<file path="config.mk">
export PLATFORM = sky130hd
export DESIGN_NAME = sinc4_decim
export DESIGN_NICKNAME = d
export VERILOG_FILES = /design/src/rtl/sinc4_pkg.sv /design/src/rtl/sinc4_integ.sv /design/src/rtl/sinc4_comb.sv /design/src/rtl/sinc4_scale.sv /design/src/rtl/sinc4_decim.sv
export SDC_FILE = /design/constraint.sdc
export NUM_CORES = 2
export LEC_CHECK = 0
export BUFFER_PORTS_ARGS = -buffer_cell sky130_fd_sc_hd__buf_2
export CAP_MARGIN = 25
export CORE_AREA = 2 2 276 278
export CTS_BUF_LIST = sky130_fd_sc_hd__clkbuf_8
export DETAILED_ROUTE_END_ITERATION = 8
export DIE_AREA = 0 0 278 280
export PLACE_DENSITY = 0.73
export SLEW_MARGIN = 20
export SYNTH_ARGS = -nofsm -noshare
export SYNTH_HDL_FRONTEND = slang
export SYNTH_SLANG_ARGS = --single-unit
</file>
<file path="constraint.sdc">
create_clock -name clk -period 43.9 [get_ports clk]
set_input_delay 10.975 -clock clk [delete_from_list [all_inputs] [get_ports clk]]
set_output_delay 10.975 -clock clk [all_outputs]
set_load 0.01 [all_outputs]
</file>
<file path="src/rtl/sinc4_pkg.sv">
package sinc4_pkg;

    // Number of integrator and comb stages (sinc to this power)
    localparam int SINC_ORDER = 4;

    typedef enum logic {
        MODE_CONT   = 1'b0,
        MODE_SINGLE = 1'b1
    } conv_mode_e;

endpackage

</file>
<file path="src/rtl/sinc4_integ.sv">
// Integrator cascade. Each stage adds the previous stage's registered value,
// so the chain adds a fixed three-sample delay but only one adder per path.
module sinc4_integ #(
    parameter int ACC_W = 58,
    parameter int ORDER = 4
) (
    input  logic             clk,
    input  logic             rst_n,
    input  logic             flush,
    input  logic             step,
    input  logic             bit_in,
    output logic [ACC_W-1:0] tail_next
);

    localparam logic [ACC_W-1:0] STEP_UP = ACC_W'(1);
    localparam logic [ACC_W-1:0] STEP_DN = '1;

    typedef struct packed {
        logic [ORDER-1:0][ACC_W-1:0] stg;
    } integ_t;

    integ_t st_d, st_q;
    logic [ACC_W-1:0] sum [ORDER];

    assign sum[0] = st_q.stg[0] + (bit_in ? STEP_UP : STEP_DN);

    for (genvar g = 1; g < ORDER; g++) begin : g_add
        assign sum[g] = st_q.stg[g] + st_q.stg[g-1];
    end

    assign tail_next = sum[ORDER-1];

    always_comb begin
        st_d = st_q;
        if (flush) begin
            st_d = '0;
        end else if (step) begin
            for (int s = 0; s < ORDER; s++) begin
                st_d.stg[s] = sum[s];
            end
        end
    end

    always_ff @(posedge clk or negedge rst_n) begin
        if (!rst_n) st_q <= '0;
        else        st_q <= st_d;
    end

endmodule

</file>
<file path="src/rtl/sinc4_comb.sv">
// Comb cascade run at the decimated rate; differences wrap modulo 2^ACC_W.
module sinc4_comb #(
    parameter int ACC_W = 58,
    parameter int ORDER = 4
) (
    input  logic             clk,
    input  logic             rst_n,
    input  logic             flush,
    input  logic             fire,
    input  logic [ACC_W-1:0] din,
    output logic [ACC_W-1:0] dout
);

    typedef struct packed {
        logic [ORDER-1:0][ACC_W-1:0] dly;
    } comb_t;

    comb_t st_d, st_q;
    logic [ACC_W-1:0] diff [ORDER];

    assign diff[0] = din - st_q.dly[0];

    for (genvar g = 1; g < ORDER; g++) begin : g_sub
        assign diff[g] = diff[g-1] - st_q.dly[g];
    end

    assign dout = diff[ORDER-1];

    always_comb begin
        st_d = st_q;
        if (flush) begin
            st_d = '0;
        end else if (fire) begin
            st_d.dly[0] = din;
            for (int s = 1; s < ORDER; s++) begin
                st_d.dly[s] = diff[s-1];
            end
        end
    end

    always_ff @(posedge clk or negedge rst_n) begin
        if (!rst_n) st_q <= '0;
        else        st_q <= st_d;
    end

endmodule

</file>
<file path="src/rtl/sinc4_scale.sv">
// Arithmetic right shift to the output width, then clip to the signed range.
module sinc4_scale #(
    parameter int ACC_W = 58,
    parameter int OUT_W = 24,
    parameter int SH_W  = 6
) (
    input  logic [ACC_W-1:0] din,
    input  logic [SH_W-1:0]  shamt,
    output logic [OUT_W-1:0] dout
);

    localparam logic signed [ACC_W-1:0] POS_LIM =
        {{(ACC_W-OUT_W+1){1'b0}}, {(OUT_W-1){1'b1}}};
    localparam logic signed [ACC_W-1:0] NEG_LIM =
        {{(ACC_W-OUT_W+1){1'b1}}, {(OUT_W-1){1'b0}}};

    logic signed [ACC_W-1:0] shifted;

    assign shifted = $signed(din) >>> shamt;

    always_comb begin
        if (shifted > POS_LIM)      dout = POS_LIM[OUT_W-1:0];
        else if (shifted < NEG_LIM) dout = NEG_LIM[OUT_W-1:0];
        else                        dout = shifted[OUT_W-1:0];
    end

endmodule

</file>
<file path="src/rtl/sinc4_decim.sv">
module sinc4_decim
    import sinc4_pkg::*;
#(
    parameter int OUT_W    = 24,
    parameter int MIN_LOG2 = 6,
    parameter int MAX_LOG2 = 14
) (
    input  logic                              clk,
    input  logic                              rst_n,
    input  logic                              clr,
    input  logic [$clog2(MAX_LOG2+1)-1:0]     cfg_log2_ratio,
    input  logic                              cfg_single,
    input  logic                              bit_valid,
    input  logic                              bit_in,
    output logic [OUT_W-1:0]                  result,
    output logic                              result_valid
);

    localparam int ORDER = SINC_ORDER;
    localparam int ACC_W = ORDER * MAX_LOG2 + 2;
    localparam int SEL_W = $clog2(MAX_LOG2 + 1);
    localparam int CNT_W = MAX_LOG2;
    localparam int SH_W  = $clog2(ORDER * MAX_LOG2 + 1);

    typedef struct packed {
        logic [SEL_W-1:0] log2;
        conv_mode_e       mode;
        logic [CNT_W-1:0] phase;
        logic [1:0]       settle;
        logic [OUT_W-1:0] res;
        logic             vld;
    } ctl_t;

    localparam ctl_t CTL_RST = '{
        log2:   SEL_W'(MAX_LOG2),
        mode:   MODE_CONT,
        phase:  '0,
        settle: '0,
        res:    '0,
        vld:    1'b0
    };

    function automatic logic [SEL_W-1:0] clamp_log2(input logic [SEL_W-1:0] v);
        if (v < SEL_W'(MIN_LOG2))      return SEL_W'(MIN_LOG2);
        else if (v > SEL_W'(MAX_LOG2)) return SEL_W'(MAX_LOG2);
        else                           return v;
    endfunction

    ctl_t ctl_d, ctl_q;

    logic             step;
    logic             period_end;
    logic             emit;
    logic             flush;
    logic [CNT_W-1:0] phase_lim;
    logic [SH_W-1:0]  shamt;
    logic [ACC_W-1:0] integ_tail;
    logic [ACC_W-1:0] comb_out;
    logic [OUT_W-1:0] scaled;

    assign step       = bit_valid && !clr;
    assign phase_lim  = {CNT_W{1'b1}} >> (CNT_W - int'(ctl_q.log2));
    assign period_end = step && (ctl_q.phase == phase_lim);
    assign emit       = period_end && (ctl_q.settle == 2'd3);
    assign flush      = clr || (emit && (ctl_q.mode == MODE_SINGLE));
    assign shamt      = SH_W'(ORDER * int'(ctl_q.log2) - (OUT_W - 1));

    sinc4_integ #(.ACC_W(ACC_W), .ORDER(ORDER)) u_integ (
        .clk       (clk),
        .rst_n     (rst_n),
        .flush     (flush),
        .step      (step),
        .bit_in    (bit_in),
        .tail_next (integ_tail)
    );

    sinc4_comb #(.ACC_W(ACC_W), .ORDER(ORDER)) u_comb (
        .clk   (clk),
        .rst_n (rst_n),
        .flush (flush),
        .fire  (period_end),
        .din   (integ_tail),
        .dout  (comb_out)
    );

    sinc4_scale #(.ACC_W(ACC_W), .OUT_W(OUT_W), .SH_W(SH_W)) u_scale (
        .din   (comb_out),
        .shamt (shamt),
        .dout  (scaled)
    );

    always_comb begin
        ctl_d     = ctl_q;
        ctl_d.vld = 1'b0;
        if (clr) begin
            ctl_d.log2   = clamp_log2(cfg_log2_ratio);
            ctl_d.mode   = conv_mode_e'(cfg_single);
            ctl_d.phase  = '0;
            ctl_d.settle = '0;
        end else if (step) begin
            ctl_d.phase = period_end ? '0 : ctl_q.phase + 1'b1;
            if (period_end) begin
                if (ctl_q.settle == 2'd3) begin
                    ctl_d.vld = 1'b1;
                    ctl_d.res = scaled;
                    if (ctl_q.mode == MODE_SINGLE) ctl_d.settle = '0;
                end else begin
                    ctl_d.settle = ctl_q.settle + 2'd1;
                end
            end
        end
    end

    always_ff @(posedge clk or negedge rst_n) begin
        if (!rst_n) ctl_q <= CTL_RST;
        else        ctl_q <= ctl_d;
    end

    assign result       = ctl_q.res;
    assign result_valid = ctl_q.vld;

endmodule

</file>
==> metrics.cfg <==
[sta]
rsz0062_at_grt=no
worst_slack_ns=27.65
fin_skew_ns=0.0425
tightest_slew_ns=1.04
relSlewSlack=0.309
clock.fmax_ghz=0.0615
slew_viol_final=0
period_share=0.370
fin_crit_ns=16.25
final-setup-viol-count=0
fin_setup_tns_ns=0
finalHoldViolCount=0

[route]
wire_per_inst_um=17.0
postRouteAntennaNets=0
drc=0
dr.pass1.iters=5
vias=37500
viasPerCell=6.03
drt_iter0_drc=2435
drt_wl_total_um=106000

[synth]
async_flop_share=1.00
yosysWarnings=0
postSynthCellCount=5235
ys.flop_type=dfrtp_1
ys_types=97
synth-edff-count=0
avgSynthCellArea_um2=8.51
synth.net_count=5711
syn_area_um2=44500
ys_ff_latch=510
yosysSeqAreaShare=0.287

[setup_path]
startpoint_type=register
startpoint=u_integ.st_q[116]
max_stage_delay_ns=0.94
crit_path_frequent_cell=a21o_1
crit_end=result[20]
critPathMaxFanout=23
criticalPathCategory=reg2reg
crit-reg2reg-launch=u_integ.st_q[116]
cp.required_ns=44.52
reg2reg_depth=70
crit_arrival_ns=16.88
crit_slowest_cell=xnor3_1
cp-end-kind=register
r2r_end=result[20]
rrSetupSlack_ns=27.65

[clocking]
clk_pin_slew_ns=0.06
clockRootBuffer=clkbuf_8
clockBufferDepth=3
cts_made_buffers=95
postCtsSetupBuffers=0
clock_latency_ns=0.72
tritoncts=built
cts_htree_levels=3
post_cts_hold_buffer_count=0
cts.sinks=510
cts_resized=0

[floorplan]
die_area_um2=77800
boundaryPins=35
die_w_um=278
core_area_um2=75200
initial_core_util=0.592
row_count=101
dieHeight_um=280

[placed_design]
dp_cells=6045
portBuffers=34
place_worst_setup_slack_ns=27.77
post-dp-hpwl_um=78400
globalplace.congestion=0.987

[cells_and_area]
fin_nets=5641
area_growth_pct=6.22
multi_input_area_um2=29500
stdcell_count=6215
register_area_um2=12800
fill_cells=6535
drive_gt1_frac=0.0548
post-route-util=0.629

[min_path]
hp-start=u_comb.st_q[27]
hp-class=reg2reg

[outcome]
status=finished, final reports clean

[global_route]
grt_usage=0.272
grt_pass1_vias=36400
grt_max_degree=232
grt_overflow_total=0
antenna_found_initial=2
grt_pass1_wl_um=179000

[job]
max_cap_viol_count=0

==> Yosys cell counts, types with 8 or more instances <==
cell type	count	area share
nand2_1	406	0.034
fa_1	8	0.0036
nand2b_1	82	0.012
nor2_1	321	0.027
a22o_1	283	0.056
o21ai_0	381	0.043
nand3b_1	11	0.0019
o31ai_1	31	0.0052
mux2i_1	57	0.013
a221o_1	37	0.0083
a41oi_1	16	0.0031
nand3_1	84	0.0094
inv_1	368	0.031
nor4_1	10	0.0014
o211ai_1	21	0.0035
clkbuf_1	184	0.016
a21boi_0	22	0.0037
xor2_1	167	0.033
o21bai_1	86	0.014
o31a_1	11	0.0022
xnor2_1	245	0.048
and3_1	55	0.0077
a31oi_1	46	0.0065
or2_2	15	0.0021
nand4_1	49	0.0069
ha_1	458	0.13
nor2b_1	70	0.0098
a311oi_1	9	0.0018
or3_1	20	0.0028
dfrtp_1	507	0.28
a32o_1	12	0.0027
and2_1	34	0.0048
a211oi_1	50	0.0084
a21oi_1	453	0.051
a221oi_1	12	0.0024
buf_4	25	0.0042
buf_1	18	0.0015
mux4_2	13	0.0066
a21o_1	294	0.050
nor3_1	58	0.0065
o21a_1	55	0.0093
and4_1	9	0.0018
==> metrics by stage <==
stage / hold slack, ns / cell area (um^2)
after global routing: 0.513 / 47300
after floorplan: 0.450 / 44500
final: 0.480 / 47300
after global placement: 0.462 / 45300
after detailed placement: 0.472 / 45300
after CTS: 0.485 / 47300
==> per-layer routing <==
layer | share of wire | vias to the layer above | track usage | routed length, um
met1 | 0.46 | 17600 | 0.353 | 49000
li1 | - | 19000 | - | -
met3 | 0.034 | 253 | 0.0309 | 3610
met4 | 0.040 | 0 | 0.117 | 4230
met2 | 0.46 | 691 | 0.463 | 48800
met5 | 0 | - | 0 | 0
==> placed cells by master, fill, tap and decap left out, types with 11 or more instances in the layout <==
cell | Yosys | final
a32o_1 | 12 | 12
a221o_1 | 37 | 37
o211ai_1 | 21 | 21
nand3_1 | 84 | 84
a31oi_1 | 46 | 46
clkinv_2 | 0 | 17
nor3_1 | 58 | 58
nor2b_1 | 70 | 69
a21o_1 | 294 | 294
buf_2 | 6 | 34
nand4_1 | 49 | 49
clkbuf_8 | 0 | 114
a211oi_1 | 50 | 50
xor2_1 | 167 | 166
nor2_1 | 321 | 318
a41oi_1 | 16 | 15
mux2i_1 | 57 | 57
o31a_1 | 11 | 11
nand3b_1 | 11 | 11
a21boi_0 | 22 | 22
a221oi_1 | 12 | 12
a21oi_1 | 453 | 453
and3_1 | 55 | 55
a22o_1 | 283 | 283
o21bai_1 | 86 | 86
ha_1 | 458 | 458
or2_2 | 15 | 14
xnor2_1 | 245 | 244
nand2b_1 | 82 | 82
o31ai_1 | 31 | 31
o21a_1 | 55 | 55
o21ai_0 | 381 | 381
dfrtp_1 | 507 | 506
or3_1 | 20 | 20
mux4_2 | 13 | 13
buf_4 | 25 | 29
nand2_1 | 406 | 406
inv_1 | 368 | 392
and2_1 | 34 | 34
==> layout make-up <==
class	instances	share of cell area
diodes	2	0.000106
clock buffers	114	0.0332
clock inverters	53	0.00867
inverters	371	0.0294
multi-input cells	4120	0.623
flip-flops and latches	510	0.270
well taps	978	0.0259
repair buffers	67	0.0101
==> worst min path at each step <==
stage | end | slack [ns] | cells past startpoint
after global routing | u_comb.st_q[185] | 0.51 | 1
final | u_comb.st_q[27] | 0.48 | 2
after floorplan | u_comb.st_q[24] | 0.45 | 2
after detailed placement | u_comb.st_q[27] | 0.47 | 2
after global placement | u_comb.st_q[27] | 0.46 | 2
after CTS | u_comb.st_q[27] | 0.48 | 2
==> registers in the layout, summed over array words and instances (netlist names) <==
signal        count
result_valid      1
u_comb.st_q     232
ctl_q            21
result           24
u_integ.st_q    232
==> critical path: cells and delay by family, from the launching register on <==
| family | cells | cell delay (ns) |
|---|---|---|
| adders and majority gates | 6 | 1.77 |
| AOI/OAI and AO/OA | 43 | 9.97 |
| DFF | 1 | 0.42 |
| and+or+nand+nor | 13 | 2.00 |
| buffers and inverters | 2 | 0.16 |
| xor gates and xnor gates | 6 | 1.84 |
==> logic make-up (layout without fill, tap and decap cells) <==
| group | count (synthesis) | after routing | share of synthesized area |
|---|---|---|---|
| xor+xnor | 414 | 414 | 0.0821 |
| buf+inv | 605 | 605 | 0.0534 |
| fa+ha+maj | 466 | 466 | 0.132 |
| simple gates | 1247 | 1247 | 0.132 |
| flops | 510 | 510 | 0.287 |
| mux | 77 | 77 | 0.0212 |
| other cells | 0 | 2 | 0 |
| compound gates | 1916 | 1916 | 0.292 |
Power is not shown: default switching activity piles up to over one toggle a cycle in this logic, so the estimate is an artifact.
